### src/rtl/lpr_pkg.sv
package lpr_pkg;
   typedef enum logic [1:0] {
      EXIT_NONE = 2'd0,
      EXIT_SW   = 2'd1,
      EXIT_PIN  = 2'd2,
      EXIT_IRQ  = 2'd3
   } exit_cause_e;
endpackage

### src/rtl/lpr_sync.sv
module lpr_sync #(
   parameter int STAGES  = 2,
   parameter bit RST_VAL = 1'b1
) (
   input  logic clk,
   input  logic rst_n,
   input  logic d,
   output logic q
);
   logic [STAGES-1:0] chain_q;

   always_ff @(posedge clk or negedge rst_n) begin
      if (!rst_n) chain_q <= {STAGES{RST_VAL}};
      else        chain_q <= {chain_q[STAGES-2:0], d};
   end

   assign q = chain_q[STAGES-1];
endmodule

### src/rtl/lpr_gate.sv
module lpr_gate #(
   parameter int NUM_QUAL = 5
) (
   input  logic [NUM_QUAL-1:0] perm_ok,
   input  logic                dbg_active,
   input  logic                boot_run,
   output logic                entry_ok
);
   logic [NUM_QUAL:0] acc;

   assign acc[0] = 1'b1;
   for (genvar i = 0; i < NUM_QUAL; i++) begin : g_qual
      assign acc[i+1] = acc[i] & perm_ok[i];
   end

   assign entry_ok = acc[NUM_QUAL] & ~dbg_active & boot_run;
endmodule

### src/rtl/lpr_core.sv
module lpr_core
   import lpr_pkg::*;
(
   input  logic clk,
   input  logic rst_n,
   input  logic lpr,
   input  logic wake,
   input  logic entry_ok,
   input  logic pin_fall,
   input  logic pin_exit_en,
   input  logic irq_pend,
   output logic stby,
   output logic status
);
   logic        stby_q, stat_q, armed_q;
   exit_cause_e cause;

   always_comb begin
      cause = EXIT_NONE;
      if (stby_q) begin
         if (!lpr)                        cause = EXIT_SW;
         else if (pin_exit_en && pin_fall) cause = EXIT_PIN;
         else if (wake && irq_pend)       cause = EXIT_IRQ;
      end
   end

   always_ff @(posedge clk or negedge rst_n) begin
      if (!rst_n) begin
         stby_q  <= 1'b0;
         stat_q  <= 1'b0;
         armed_q <= 1'b1;
      end else begin
         if (cause != EXIT_NONE)
            stby_q <= 1'b0;
         else if (!stby_q && lpr && armed_q && entry_ok)
            stby_q <= 1'b1;
         stat_q <= stby_q && (cause == EXIT_NONE);
         if (cause == EXIT_PIN || cause == EXIT_IRQ) armed_q <= 1'b0;
         else if (!lpr)                              armed_q <= 1'b1;
      end
   end

   assign stby   = stby_q;
   assign status = stat_q && (cause == EXIT_NONE);
endmodule

### src/rtl/lp_run_ctrl.sv
module lp_run_ctrl #(
   parameter int NUM_QUAL    = 5,
   parameter int SYNC_STAGES = 2,
   parameter bit PIN_IDLE    = 1'b1
) (
   input  logic                clk,
   input  logic                rst_n,
   input  logic                reg_wr,
   input  logic                wr_lp_req,
   input  logic                wr_wake_en,
   input  logic [NUM_QUAL-1:0] perm_ok,
   input  logic                dbg_active,
   input  logic                mode_pin,
   input  logic                pin_exit_en,
   input  logic                irq_pend,
   output logic                lp_req_bit,
   output logic                wake_en_bit,
   output logic                boot_run,
   output logic                stby_req,
   output logic                lp_status
);
   if (SYNC_STAGES < 2) begin : g_bad_sync
      $error("SYNC_STAGES must be at least 2");
   end
   if (NUM_QUAL < 1) begin : g_bad_qual
      $error("NUM_QUAL must be at least 1");
   end

   logic lpr_q, wake_q, boot_seen_q, boot_q;
   logic pin_s, pin_prev_q, pin_fall, entry_ok;

   always_ff @(posedge clk or negedge rst_n) begin
      if (!rst_n) begin
         lpr_q  <= 1'b0;
         wake_q <= 1'b0;
      end else if (reg_wr) begin
         lpr_q  <= wr_lp_req;
         wake_q <= wr_wake_en;
      end
   end

   always_ff @(posedge clk or negedge rst_n) begin
      if (!rst_n) begin
         boot_seen_q <= 1'b0;
         boot_q      <= 1'b0;
      end else if (!boot_seen_q) begin
         boot_seen_q <= 1'b1;
         boot_q      <= mode_pin;
      end
   end

   lpr_sync #(.STAGES(SYNC_STAGES), .RST_VAL(PIN_IDLE)) sync_i (
      .clk(clk), .rst_n(rst_n), .d(mode_pin), .q(pin_s)
   );

   always_ff @(posedge clk or negedge rst_n) begin
      if (!rst_n) pin_prev_q <= PIN_IDLE;
      else        pin_prev_q <= pin_s;
   end
   assign pin_fall = pin_prev_q & ~pin_s;

   lpr_gate #(.NUM_QUAL(NUM_QUAL)) gate_i (
      .perm_ok(perm_ok), .dbg_active(dbg_active), .boot_run(boot_q),
      .entry_ok(entry_ok)
   );

   lpr_core core_i (
      .clk(clk), .rst_n(rst_n), .lpr(lpr_q), .wake(wake_q),
      .entry_ok(entry_ok), .pin_fall(pin_fall), .pin_exit_en(pin_exit_en),
      .irq_pend(irq_pend), .stby(stby_req), .status(lp_status)
   );

   assign lp_req_bit  = lpr_q;
   assign wake_en_bit = wake_q;
   assign boot_run    = boot_q;
endmodule

### config.mk
export PLATFORM = sky130hd
export DESIGN_NAME = lp_run_ctrl
export DESIGN_NICKNAME = d
export VERILOG_FILES = /design/src/rtl/lpr_pkg.sv /design/src/rtl/lpr_sync.sv /design/src/rtl/lpr_gate.sv /design/src/rtl/lpr_core.sv /design/src/rtl/lp_run_ctrl.sv
export SDC_FILE = /design/constraint.sdc
export NUM_CORES = 1
export LEC_CHECK = 0
export ABC_CLOCK_PERIOD_IN_PS = 1300
export BUFFER_PORTS_ARGS = -buffer_cell sky130_fd_sc_hd__buf_2
export CELL_PAD_IN_SITES_DETAIL_PLACEMENT = 1
export CELL_PAD_IN_SITES_GLOBAL_PLACEMENT = 2
export CORE_MARGIN = 5
export CORE_UTILIZATION = 25
export CTS_BUF_LIST = sky130_fd_sc_hd__clkbuf_16
export DETAILED_ROUTE_END_ITERATION = 7
export HOLD_SLACK_MARGIN = 0.03
export PLACE_DENSITY_LB_ADDON = 0.1
export SETUP_SLACK_MARGIN = 0.02
export SLEW_MARGIN = 0
export SYNTH_ARGS = -nofsm -noshare
export SYNTH_HDL_FRONTEND = slang
export SYNTH_SLANG_ARGS = --single-unit
### constraint.sdc
create_clock -name clk -period 1.3 [get_ports clk]
set_input_delay 0.26 -clock clk [delete_from_list [all_inputs] [get_ports clk]]
set_output_delay 0.26 -clock clk [all_outputs]
set_load 0.01 [all_outputs]
==> results of run 1 <==
[final timing paths]
path / end / slack (ns) / cells after the start
max reg2reg: core_i.stby / 0.05 / 4
max: lp_status / -0.17 / 4
min: sync_i.chain_q[0] / 0.14 / 1
min in group asynchronous: wake_en_bit / 0.42 / 2
max in group asynchronous: pin_prev_q / 0.62 / 2
min reg2reg: sync_i.chain_q[1] / 0.35 / 0
[registers in the layout, summed over array words and instances (netlist names)]
signal,cells
sync_i.chain_q,2
pin_prev_q,1
boot_seen_q,1
lp_req_bit,1
core_i.stby,1
boot_run,1
core_i.stat_q,1
wake_en_bit,1
core_i.armed_q,1
[critical path: stages (launching register included)]
cell and delay [ns]:
dfstp_2 0.52, nand3b_4 0.13, nand3_2 0.07, a21boi_1 0.12
buf_2 0.14
[synthesized netlist by cell type]
cell | count | area, um^2
dfrtp_1 | 6 | 150
dfstp_2 | 4 | 105
mux2_2 | 3 | 33.8
a21boi_0 | 2 | 15.0
nand2_1 | 2 | 7.51
nand3_1 | 2 | 10.0
and4_4 | 1 | 11.3
conb_1 | 1 | 3.75
inv_1 | 1 | 3.75
nand3b_4 | 1 | 20.0
nand4b_1 | 1 | 8.76
nor4_1 | 1 | 6.26
o21ai_0 | 1 | 5.00
or2_1 | 1 | 6.26
[power by group]
| part | switching (W) | internal (W) | leakage (nW) |
|---|---|---|---|
| Clock | 0.000137 | 0.000403 | 0.0385 |
| Combinational | 0.0000310 | 0.0000404 | 0.155 |
| Sequential | 0.0000130 | 0.000333 | 0.117 |
| Total | 0.000181 | 0.000776 | 0.310 |
[metal layers]
metal / up-vias / track usage, % / part of all wire, %
met4: 0 / 5.38 / 1.5
met5: - / 0 / 0
met3: 2 / 5.81 / 10
met2: 11 / 14.6 / 55
li1: 144 / - / -
met1: 146 / 7.33 / 34
[layout make-up]
| cell class | count | area (um^2) | share of cell area (%) |
|---|---|---|---|
| inverters | 1 | 3.75 | 0.620 |
| repair buffers | 21 | 115 | 19.0 |
| well taps | 16 | 20.0 | 3.31 |
| clock buffers | 3 | 75.1 | 12.4 |
| flip-flops and latches | 10 | 255 | 42.1 |
| clock inverters | 1 | 3.75 | 0.620 |
| multi-input cells | 16 | 133 | 21.9 |
[per-stage QoR]
step	power [W]	worst slack, ns	instance area (um^2)	instances	TNS (ns)
floorplan	0.000372	0.0346	387	27	0
CTS	0.000975	-0.189	606	68	-0.189
global route	0.000990	-0.248	606	68	-0.248
finish	0.000957	-0.167	606	68	-0.167
detailed placement	0.000415	0.00519	497	61	0
global placement	0.000411	0.0349	497	61	0
[kinds of logic after synthesis]
kind of cell / after synthesis / share of synthesized area [%]
flip-flops: 10 / 66.0
AND/OR/NAND/NOR: 9 / 18.1
AO/OA/AOI/OAI: 3 / 5.18
multiplexers: 3 / 8.74
buffers and inverters: 1 / 0.970
other: 1 / 0.970
[placed cells by master (no fill, tap or decap)]
cell	instances
dfstp_2	4
and4_4	1
a21boi_1	1
nand3_1	1
nor4_1	1
clkbuf_16	3
mux2_2	3
nand3b_4	1
inv_1	1
buf_2	18
dlygate4sd3_1	1
clkinv_1	1
dfrtp_1	6
conb_1	1
nand4b_1	1
nand2_1	2
or2_1	1
a21boi_0	1
nand3_2	1
o21ai_0	1
buf_4	2
[timing repair]
action,CTS,global route
pin swaps,1,1
setup buffers,2,0
endpoints found under the hold margin,6,0
hold buffers,1,0
endpoints found under the setup margin,1,2
gates resized for setup,2,0
==> qor.csv, run 1 <==
stage,metric,value,unit
routing,drt_first_pass_iters,2,
clocking,cts_made_buffers,3,
floorplan,core_region_area,0.00149,mm^2
global_route,grt_pass1_wl,1550,um
logic_synthesis,syn-num-nets,41,
placement,gp_congestion,0.641,
run_status,status,"complete, but fails checks",
routing,routed_wirelength,951,um
timing,finalHoldWorstSlack,0.137,ns
timing,period_minus_slack,1.47,ns
floorplan,start_util,26.0,%
logic_synthesis,synth_cells,27,
floorplan,die_h,49.3,um
global_route,grt_use_total,8.68,%
timing,max_freq,0.682,GHz
critical_path,endpoint_kind,output port,
routing,drtIter0Drc,1,
clocking,insertion_delay,0.23,ns
critical_path,worst-setup-path-type,reg -> out,
layout,nNetsFinal,67,
pwr,p_per_area,1580,mW/mm^2
timing,setup_viol,1,
layout,syn_to_final_growth,56.6,%
clocking,clkTransAtPathRegs,0.04,ns
layout,drive_above_1_share,63.5,%
critical_path,crit_required,1.04,ns
logic_synthesis,synth_area,387,um^2
global_route,grt_max_degree,11,
critical_path,cp-start-kind,register,
job,drv_cap,0,
routing,drc,0,
floorplan,std_cell_rows,14,
timing,period_share,113,%
logic_synthesis,ys.warnings.count,0,
pwr,peakVddDrop,0.741,mV
placement,dp_hpwl,733,um
routing,avgViaCountPerCell,4.46,
logic_synthesis,yosysSeqAreaShare,66.0,%
layout,finish.utilization,40.7,%
routing,ant_nets,0,
critical_path,cp.arrival,1.21,ns
floorplan,io_pins,19,
layout,num-fill-cells,166,
layout,antenna_cells,0,
global_route,grt_pass1_vias,375,
logic_synthesis,avgSynthCellArea,14.3,um^2
clocking,h-tree-depth,1,
logic_synthesis,ys_types,14,
timing,rsz0062_at_grt,yes,
logic_synthesis,ys_seq_elements,10,
timing,drv_slew,0,
pwr,power_leakage,0.310,nW
hold_path,hold_path.class,in -> reg,
hold_path,min_from,mode_pin,
critical_path,crit_fanout,2,
clocking,cts_tree,yes,
critical_path,r2r_start,pin_prev_q,
floorplan,die-area,0.00243,mm^2
timing,hold_viol,0,
clocking,cts.path.max_buffers,2,
routing,wire_per_inst,14.0,um
floorplan,die_x,49.3,um
routing,vias,303,
global_route,grt_overflow_total,0,
timing,skew,0.00349,ns
run_status,violations,negative setup slack,
placement,portBuffers,18,
clocking,cts_root_buf,clkbuf_16,
clocking,cts_num_sinks,10,
timing,setup_ws,-0.167,ns
critical_path,cp-startpoint,sync_i.chain_q[1],
global_route,antenna_found_initial,0,
Power figures use the tool's default switching activity.
==> run 2: changes to the inputs <==
PLACE_DENSITY = 0.8   (was default)
PLACE_DENSITY_LB_ADDON = default   (was 0.1)
==> run 2 against run 1 <==
Effect of this change:
- the flow still finishes with violations (negative setup slack)
- first-iteration DRC count stayed put
- combinational power is 6.0% lower
- die area stayed put
- global-route usage is 0.69 points lower
- sequential share of layout area is 0.53 points higher
==> qor.csv, run 2 (synthesis results as in run 1) <==
stage,metric,value,unit
critical_path,crit_required,1.04,ns
run_status,violations,negative setup slack,
layout,mostFrequentLayoutCell,buf_2,
floorplan,io_pins,19,
critical_path,cp-startpoint,sync_i.chain_q[1],
global_route,antenna_found_initial,0,
clocking,insertion_delay,0.24,ns
critical_path,worst-setup-path-type,reg -> out,
clocking,cts_made_buffers,3,
layout,syn_to_final_growth,54.7,%
critical_path,cp.arrival,1.20,ns
job,drv_cap,0,
timing,max_freq,0.686,GHz
routing,drtIter0Drc,1,
critical_path,r2r_setup_slack,0.07,ns
hold_path,min_from,mode_pin,
layout,num-fill-cells,169,
layout,largest_reg_flops,2,
layout,nNetsFinal,66,
timing,setup_ws,-0.157,ns
timing,hold_viol,0,
run_status,status,"complete, but fails checks",
layout,drive_above_1_share,62.7,%
timing,rsz0062_at_grt,yes,
routing,ant_nets,0,
critical_path,crit_fanout,2,
floorplan,start_util,26.0,%
critical_path,endpoint_kind,output port,
clocking,cts.path.max_buffers,2,
routing,avgViaCountPerCell,4.54,
floorplan,std_cell_rows,14,
layout,antenna_cells,0,
floorplan,die-area,0.00243,mm^2
floorplan,die_h,49.3,um
clocking,h-tree-depth,1,
placement,gp_congestion,0.623,
timing,period_share,112,%
hold_path,hold_path.class,in -> reg,
layout,stdcell_area,598,um^2
timing,skew,0.000429,ns
routing,routed_wirelength,856,um
timing,period_minus_slack,1.46,ns
routing,drt_first_pass_iters,2,
clocking,cts_tree,yes,
critical_path,cp-start-kind,register,
global_route,grt_pass1_wl,1410,um
pwr,power_leakage,0.309,nW
floorplan,die_x,49.3,um
routing,drc,0,
critical_path,r2r_start,pin_prev_q,
clocking,cts_num_sinks,10,
timing,drv_slew,0,
clocking,clkTransAtPathRegs,0.04,ns
placement,place_area,497,um^2
clocking,cts_root_buf,clkbuf_16,
timing,setup_viol,1,
placement,portBuffers,18,
timing,tns,-0.157,ns
pwr,peakVddDrop,0.618,mV
critical_path,r2r-end,core_i.stby,
routing,vias,304,
layout,final_cell_mix,"buf_2, dfrtp_1, dfstp_2",
critical_path,setup.worst_path.end,lp_status,
pwr,p_per_area,1600,mW/mm^2
critical_path,ff2ff_path_depth,4,
global_route,grt_overflow_total,0,
layout,largest_register,sync_i.chain_q,
floorplan,core_region_area,0.00149,mm^2
routing,wire_per_inst,12.8,um
global_route,grt_use_total,7.99,%
global_route,grt_max_degree,11,
global_route,grt_pass1_vias,349,
[run 2: power breakdown]
part	internal [W]	leakage [nW]	switching, W
clock	0.000402	0.0423	0.000140
combinational	0.0000385	0.150	0.0000287
sequential	0.000333	0.117	0.0000132
total	0.000774	0.309	0.000182
[run 2: stage by stage]
step | cells | power, W | worst slack (ns) | hold WS [ns] | util, %
finish | 67 | 0.000955 | -0.157 | 0.134 | 40.2
global route | 67 | 0.000995 | -0.219 | 0.134 | 40.2
CTS | 67 | 0.000973 | -0.167 | 0.131 | 40.2
detailed placement | 61 | 0.000414 | 0.0241 | 0.130 | 33.4
global placement | 61 | 0.000412 | 0.0431 | 0.124 | 33.4
floorplan | 27 | 0.000372 | 0.0346 | -0.0356 | -
[run 2: worst min path at each step]
stage	slack (ns)	cells past startpoint	endpoint
after floorplan	-0.04	0	boot_run
after global placement	0.12	1	boot_seen_q
after detailed placement	0.13	1	boot_run
after CTS	0.13	1	sync_i.chain_q[0]
after global routing	0.13	1	sync_i.chain_q[0]
final	0.13	1	sync_i.chain_q[0]
[run 2: final cells by class]
cell class | instances | area [um^2] | area share, %
clock buffer | 3 | 75.1 | 12.6
clock inverter | 1 | 3.75 | 0.628
inverter | 1 | 3.75 | 0.628
multi-input combinational | 16 | 133 | 22.2
sequential | 10 | 255 | 42.7
tap | 16 | 20.0 | 3.35
timing repair buffer | 20 | 108 | 18.0
[run 2: layer usage]
layer  track usage [%]  vias up  wire length, um  share of wire (%)
met3              4.59        2               80                9.3
li1                  -      142                -                  -
met4              6.73        0               18                2.1
met1              6.59      145              319                 37
met5                 0        -                0                  0
met2              13.3       15              437                 51
[run 2: critical path, cell delays in order, from the launching register on]
cell,delay (ns)
dfstp_2,0.52
nand3b_4,0.12
nand3_2,0.06
a21boi_1,0.12
buf_2,0.14
[run 2: what timing repair did]
item                                   in CTS  in global routing
hold buffers                                1                  0
resized for setup                           2                  0
endpoints found under the hold margin       6                  0
setup buffers                               1                  0
setup endpoints to repair                   1                  2
pin swaps                                   1                  1
